### config.mk
export PLATFORM = sky130hd
export DESIGN_NAME = fwd4_unit
export DESIGN_NICKNAME = d
export VERILOG_FILES = /design/src/rtl/fwd4_pkg.sv /design/src/rtl/fwd4_ctrl.sv /design/src/rtl/fwd4_datapath.sv /design/src/rtl/fwd4_unit.sv
export SDC_FILE = /design/constraint.sdc
export NUM_CORES = 1
export LEC_CHECK = 0
export ABC_AREA = 0
export ABC_CLOCK_PERIOD_IN_PS = 1300
export BUFFER_PORTS_ARGS = -buffer_cell sky130_fd_sc_hd__buf_2
export CAP_MARGIN = 0
export CORE_ASPECT_RATIO = 1.75
export CORE_UTILIZATION = 35
export DETAILED_ROUTE_END_ITERATION = 8
export PLACE_DENSITY = 0.66
export SETUP_SLACK_MARGIN = 0.4
export SYNTH_ARGS = -nofsm -noshare
export SYNTH_HDL_FRONTEND = slang
export SYNTH_SLANG_ARGS = --single-unit
### constraint.sdc
create_clock -name clk -period 1.3 [get_ports clk]
set_clock_uncertainty 0.15 [all_clocks]
set_input_delay 0.065 -clock clk [delete_from_list [all_inputs] [get_ports clk]]
set_output_delay 0.065 -clock clk [all_outputs]
set_load 0.02 [all_outputs]
### src/rtl/fwd4_pkg.sv
package fwd4_pkg;

  // Operand source codes seen on the select outputs
  typedef enum logic [1:0] {
    SEL_RF  = 2'b00,
    SEL_CMB = 2'b01,
    SEL_WB  = 2'b10
  } opSel_e;

  // Number of source operands per instruction
  localparam int unsigned NUM_SRC = 2;

  // Strobes handed from control to datapath each cycle
  typedef struct packed {
    opSel_e [NUM_SRC-1:0] sel;
    logic                 stall;
  } fwdCtl_t;

endpackage

### src/rtl/fwd4_ctrl.sv
module fwd4_ctrl
  import fwd4_pkg::*;
#(
  parameter int unsigned REG_BITS       = 5,
  parameter bit          RF_WRITE_FIRST = 1'b1
) (
  input  logic                               idValid,
  input  logic [NUM_SRC-1:0][REG_BITS-1:0]   idRs,
  input  logic                               xValid,
  input  logic                               xWe,
  input  logic [REG_BITS-1:0]                xRd,
  input  logic                               wValid,
  input  logic                               wWe,
  input  logic [REG_BITS-1:0]                wRd,
  output fwdCtl_t                            ctl
);

  localparam logic [REG_BITS-1:0] ZERO_REG = '0;

  // Only a valid, writing producer with a real destination may forward
  logic xLive;
  logic wLive;
  assign xLive = xValid && xWe && (xRd != ZERO_REG);
  assign wLive = wValid && wWe && (wRd != ZERO_REG);

  // Code used for a writeback-distance match, chosen by register file timing
  opSel_e wbChoice;
  generate
    if (RF_WRITE_FIRST) begin : g_rfWriteFirst
      assign wbChoice = SEL_RF;
    end else begin : g_rfForwardWb
      assign wbChoice = SEL_WB;
    end
  endgenerate

  opSel_e [NUM_SRC-1:0] selNext;

  generate
    for (genvar i = 0; i < NUM_SRC; i++) begin : g_src
      always_comb begin
        selNext[i] = SEL_RF;
        if (idValid) begin
          // merged stage holds the newer value, so it is tested first
          if (xLive && (idRs[i] == xRd)) begin
            selNext[i] = SEL_CMB;
          end else if (wLive && (idRs[i] == wRd)) begin
            selNext[i] = wbChoice;
          end
        end
      end
    end
  endgenerate

  // Load data is ready at the end of the merged stage like an ALU result,
  // so no dependence in this pipeline requires a bubble.
  always_comb begin
    ctl.sel   = selNext;
    ctl.stall = 1'b0;
  end

endmodule

### src/rtl/fwd4_datapath.sv
module fwd4_datapath
  import fwd4_pkg::*;
#(
  parameter int unsigned XLEN     = 32,
  parameter int unsigned REG_BITS = 5
) (
  input  logic                             clk,
  input  logic                             rst_n,
  input  logic                             idValid,
  input  logic                             idWe,
  input  logic [REG_BITS-1:0]              idRd,
  input  logic [NUM_SRC-1:0][XLEN-1:0]     idRf,
  input  logic [XLEN-1:0]                  xResult,
  input  fwdCtl_t                          ctl,
  output logic                             xValid,
  output logic                             xWe,
  output logic [REG_BITS-1:0]              xRd,
  output logic                             wValid,
  output logic                             wWe,
  output logic [REG_BITS-1:0]              wRd,
  output logic [NUM_SRC-1:0][XLEN-1:0]     op,
  output opSel_e [NUM_SRC-1:0]             xSel
);

  logic [NUM_SRC-1:0][XLEN-1:0] xRf;      // register file values carried into merged stage
  logic [XLEN-1:0]              wResult;  // merged-stage result, one cycle old
  logic [XLEN-1:0]              rResult;  // retired result, two cycles old

  // decode -> merged stage
  always_ff @(posedge clk) begin
    if (!rst_n) begin
      xValid <= 1'b0;
      xWe    <= 1'b0;
      xRd    <= '0;
      xRf    <= '0;
      xSel   <= {NUM_SRC{SEL_RF}};
    end else begin
      xValid <= idValid && !ctl.stall;
      xWe    <= idWe;
      xRd    <= idRd;
      xRf    <= idRf;
      xSel   <= ctl.sel;
    end
  end

  // merged stage -> writeback -> retired
  always_ff @(posedge clk) begin
    if (!rst_n) begin
      wValid  <= 1'b0;
      wWe     <= 1'b0;
      wRd     <= '0;
      wResult <= '0;
      rResult <= '0;
    end else begin
      wValid  <= xValid;
      wWe     <= xWe;
      wRd     <= xRd;
      wResult <= xResult;
      rResult <= wResult;
    end
  end

  // three-input operand muxes of the merged stage
  generate
    for (genvar i = 0; i < NUM_SRC; i++) begin : g_opMux
      always_comb begin
        case (xSel[i])
          SEL_CMB: op[i] = wResult;
          SEL_WB:  op[i] = rResult;
          default: op[i] = xRf[i];
        endcase
      end
    end
  endgenerate

endmodule

### src/rtl/fwd4_unit.sv
module fwd4_unit
  import fwd4_pkg::*;
#(
  parameter int unsigned XLEN           = 32,
  parameter int unsigned REG_BITS       = 5,
  parameter bit          RF_WRITE_FIRST = 1'b1
) (
  input  logic                clk,
  input  logic                rst_n,
  input  logic                idValid,
  input  logic [REG_BITS-1:0] idRs1,
  input  logic [REG_BITS-1:0] idRs2,
  input  logic [REG_BITS-1:0] idRd,
  input  logic                idRegWrite,
  input  logic [XLEN-1:0]     idRfA,
  input  logic [XLEN-1:0]     idRfB,
  input  logic [XLEN-1:0]     xResult,
  output logic [XLEN-1:0]     opA,
  output logic [XLEN-1:0]     opB,
  output logic [1:0]          selA,
  output logic [1:0]          selB,
  output logic                stall
);

  fwdCtl_t                      ctl;
  logic [NUM_SRC-1:0][REG_BITS-1:0] idRs;
  logic [NUM_SRC-1:0][XLEN-1:0] idRf;
  logic [NUM_SRC-1:0][XLEN-1:0] op;
  opSel_e [NUM_SRC-1:0]         xSel;
  logic                         xValid;
  logic                         xWe;
  logic [REG_BITS-1:0]          xRd;
  logic                         wValid;
  logic                         wWe;
  logic [REG_BITS-1:0]          wRd;

  assign idRs = {idRs2, idRs1};
  assign idRf = {idRfB, idRfA};

  fwd4_ctrl #(
    .REG_BITS       (REG_BITS),
    .RF_WRITE_FIRST (RF_WRITE_FIRST)
  ) u_ctrl (
    .idValid (idValid),
    .idRs    (idRs),
    .xValid  (xValid),
    .xWe     (xWe),
    .xRd     (xRd),
    .wValid  (wValid),
    .wWe     (wWe),
    .wRd     (wRd),
    .ctl     (ctl)
  );

  fwd4_datapath #(
    .XLEN     (XLEN),
    .REG_BITS (REG_BITS)
  ) u_dp (
    .clk     (clk),
    .rst_n   (rst_n),
    .idValid (idValid),
    .idWe    (idRegWrite),
    .idRd    (idRd),
    .idRf    (idRf),
    .xResult (xResult),
    .ctl     (ctl),
    .xValid  (xValid),
    .xWe     (xWe),
    .xRd     (xRd),
    .wValid  (wValid),
    .wWe     (wWe),
    .wRd     (wRd),
    .op      (op),
    .xSel    (xSel)
  );

  assign opA   = op[0];
  assign opB   = op[1];
  assign selA  = xSel[0];
  assign selB  = xSel[1];
  assign stall = ctl.stall;

endmodule

# After elaboration in Yosys (flattened, before gate mapping)
# Cells that the tools add are included.
dict set report totals {
  latchBits 0
  romBits 0
  ram_bits 0
  output_inout_bits 69
  ff_bits 139
  inputBits 115
  memories 0
  word_cells 25
}
dict set report op_classes {
  n_lt_le_gt_ge 0
  multipliers 0
  n_shift 0
  div 0
  n_eq_ne 6
  n_reduce_logical 6
  n_bitwise 0
  muxes 4
  add_sub_neg 0
}
# cell n
set ops {}
lappend ops {{$pmux 32 s2} 2}
lappend ops {{$eq 5x5->1} 2}
lappend ops {{$reduce_bool 5->1} 1}
lappend ops {{$eq 2x1->1 const B} 2}
lappend ops {{$eq 2x2->1 const B} 2}
lappend ops {{$logic_and 1x1->1} 4}
lappend ops {{$mux 1} 2}
lappend ops {{$reduce_and 2->1} 1}

# Longest topological paths before layout
dict set report depth {
  word_depth 4
  mapped_depth 3
  ltp_nobuf 3
}

# Modules after synthesis
# A second synthesis with hierarchy kept.
dict set report hier_totals {
  cells_unflattened 554
  hier_area_um2 5351.4
}
# module area_per_inst_um2 seq_area_each_um2 cells_each instances
set modules_own_cells {}
lappend modules_own_cells {fwd4_datapath 5192.5 2922.8 534 1}
lappend modules_own_cells {fwd4_ctrl 158.9 0.0 20 1}

# Least setup slack after synthesis
# No wires, ideal clock.
dict set report synth_timing {
  path_type {register to output}
  start {register u_dp.xSel[0] (netlist name)}
  end {output opA[28]}
  setup_slack_ps -180
  path_stages_with_launch 4
  t_arrival_ps 1265
  required_ps 1085
  path_buffers 2
  path_cell_list {dfxtp_1 > clkbuf_1 > buf_2 > mux2_1}
}
dict set report synth_between {
  elab_chain_len 2
  word_cells_on_any_way 3
  classes_between {eq/ne: 2; mux: 1}
}
# element line_no
set synth_rtl {}
lappend synth_rtl {{start: declaration} fwd4_datapath.sv:22} ;# output opSel_e [NUM_SRC-1:0] xSel
lappend synth_rtl {{start signal: assignment} fwd4_datapath.sv:36} ;# xSel <= {NUM_SRC{SEL_RF}};
lappend synth_rtl {{start signal: assignment} fwd4_datapath.sv:42} ;# xSel <= ctl.sel;
lappend synth_rtl {{$eq 2x2->1 or $eq 2x1->1 (tied branches)} fwd4_datapath.sv:67} ;# case (xSel[i])
lappend synth_rtl {{$pmux 32 s2 *} fwd4_datapath.sv:67}
lappend synth_rtl {{end: declaration} fwd4_unit.sv:18} ;# output logic [XLEN-1:0] opA,
# Mark *: on every way between the ends. The rest lies on a longest branch, timed or not.

# Worst setup path after layout
dict set report layout_timing {
  start {register u_dp.xSel[0] (netlist name)}
  end {output opA[30]}
}
# Same word-level chain as after synthesis.

==> impl_results.md <==
- Status: finished with violations
- Violated checks: negative hold slack, negative setup slack
- Power per cell area: 1070 nW/um^2
- Synth Area in Compound Gates: 0.00236
- Yosys warning total: 0
- Synthesized area: 3710 um^2
- Minimum clock period: 1.61 ns
- Root Driver: clkbuf_16
- Starting DRT DRC Count: 60
- Post-route DRC: 0
- Final Util: 0.658
- Number of clock sinks: 105
- Cells after synthesis: 312
- Pre-CTS WS: -0.0000265 ns
- DR pass1 iterations: 4
- Routed vias/inst: 4.43
- Adder-Cell Fraction of Synth Area: 0
- Pins over their slew limit: 0
- Critical Path End Type: output port
- Period utilisation layout: 1.24
- Fraction of layout cells with a size suffix above 1: 0.459
- Core area: 10300 um^2
- CTS max path bufs: 2
- # nets final: 715
- Register area: 2110 um^2
- Final WS setup: -0.306 ns
- Largest family of logic cells by synthesized area: multiplexers
- Die width: 79.9 um
- Post-synthesis area per instance: 11.9 um^2
- First-pass GRT wire length: 16.0 mm
- Pin count of the biggest net entering global routing: 62
- Hold WS: -0.120 ns
- Largest fanout on the critical path: 12
- Initial antenna violation count: 1
- DR vias: 3241
- Reg clk slew, reported paths: 0.06 ns
- Leading cell type in the layout, fill and taps excluded: buf_2
- Type of origin of the critical path: flop
- Peak supply drop: 0.644 mV
- Vias in the first global route: 3403
- Total GRT Usage: 0.192
- # rows: 49
- Seq/Total Area, Yosys: 0.566
- Worst-Skew Late Latency: 0.33 ns
- Yosys cell types: 15
- CP arrival: 1.39 ns
- CTS tree: yes
- CP Data Required Time: 1.09 ns
- Grt ovf: 0
- H-tree levels: 3
- Lkg Pwr: 3.13 nW
- Final setup viols: 67
- Detailed placement HPWL: 6.27 mm
- Commonest non-fill, non-tap cells in the layout: 125 x buf_2, 103 x and2_1, 103 x dlygate4sd3_1
- Crit Path Category: flop to output port
- Simple-gate share of the synthesized area: 0.185
- Die ar.: 11000 um^2
- Hold Vio Cnt, Final: 2
- Setup TNS: -17.32 ns
- Multi-input logic area: 1760 um^2
- RSZ-0062 raised after global routing: yes
- CTS buffer count: 9
- Hold/Removal Path Class: primary input to flop
- GPL Wtd Cong: 0.724
- Routed len/inst: 15.1 um
- Die Ht: 138 um
- Routed Antenna Nets: 0
- Final wirelength: 11.1 mm
- Hold buffers post-CTS: 103
- MaxCap Viol Count: 0
- Total I/O pin count: 184
- P&R area growth vs syn: 82.6%
- Post-Synth XOR/XNOR Area: 0.0236
- Fmax: 0.623 GHz
- Layout fillers: 724
- Initial core utilization: 0.360
- Mux contribution to synthesized area: 0.194
- PortBufs: 180
- Seq cells post-synth: 105
## synth_stat cells
cell type	instances	share of area
dfxtp_1	105	0.57
mux2_2	60	0.18
buf_2	7	0.0094
xor2_1	4	0.0094
xnor2_1	6	0.014
buf_4	3	0.0061
mux2_1	4	0.012
o21ai_2	1	0.0024
or4_4	1	0.0030
and4_1	1	0.0024
clkbuf_1	12	0.012
nand3_1	2	0.0027
conb_1	1	0.0010
nor4_1	2	0.0034
and2_1	103	0.17
## logic make-up after synthesis
group | count (synthesis)
and+or+nand+nor | 109
muxes | 64
buffers and inverters | 22
other | 1
DFF | 105
AOI/OAI and AO/OA | 1
xor gates and xnor gates | 10
## area by class of cell
type,instances,area share
Antenna cell,1,0.000369
Clock inverter,4,0.00775
Clock buffer,11,0.0358
Multi-Input combinational cell,187,0.259
Tap cell,127,0.0234
Timing Repair Buffer,297,0.362
Sequential cell,105,0.311
## worst max-delay path, cell delays in order, from the launching register on
cell	delay, ns
dfxtp_4	0.41
buf_12	0.17
mux2_4	0.31
buf_2	0.16
## flip-flops by register name, summed over array words and instances (netlist names)
signal / cells
u_dp.xWe: 1
u_dp.xValid: 1
u_dp.xSel: 2
u_dp.xRd: 5
u_dp.wResult: 32
u_dp.xRf: 64
## power breakdown
part	internal (mW)	total, mW	switching [mW]
logic	0.733	1.16	0.427
registers	3.38	3.45	0.0683
clock network	1.54	2.66	1.12
## layer usage
layer / wire, um / part of all wire / vias to the layer above / track usage
met3: 474 / 0.043 / 36 / 0.0323
met4: 510 / 0.046 / 0 / 0.123
met5: 0 / 0 / - / 0
li1: - / - / 1573 / -
met1: 3910 / 0.35 / 1497 / 0.180
met2: 6160 / 0.56 / 135 / 0.365
## timing repair
| item | in CTS | in global routing |
|---|---|---|
| resized for setup | 48 | 61 |
| pin swaps | 1 | 0 |
| hold endpoints to repair | 105 | 2 |
| endpoints found under the setup margin | 68 | 68 |
| setup buffers | 1 | 0 |
| cloned | 0 | 1 |
## through the flow
stage          power [mW]  instance area (um^2)  std cells
6_report             7.27                  6780        732
3_5_place_dp         4.29                  5080        611
4_1_cts              7.25                  6560        730
2_1_floorplan        3.98                  4050        314
5_1_grt              7.56                  6780        732
3_3_place_gp         4.28                  5080        611
## worst paths after layout
path | startpoint | to | slack (ns) | cells past startpoint
worst max-delay path | u_dp.xSel[0] | opA[30] | -0.31 | 3
worst min-delay path | idRs2[2] | u_dp.xSel[2] | -0.12 | 4
worst max register to register | u_dp.xRd[0] | u_dp.xSel[0] | -0.01 | 3
worst min register to register | u_dp.xRd[1] | u_dp.xSel[2] | 0.45 | 2
(Power assumes the default switching activity.)
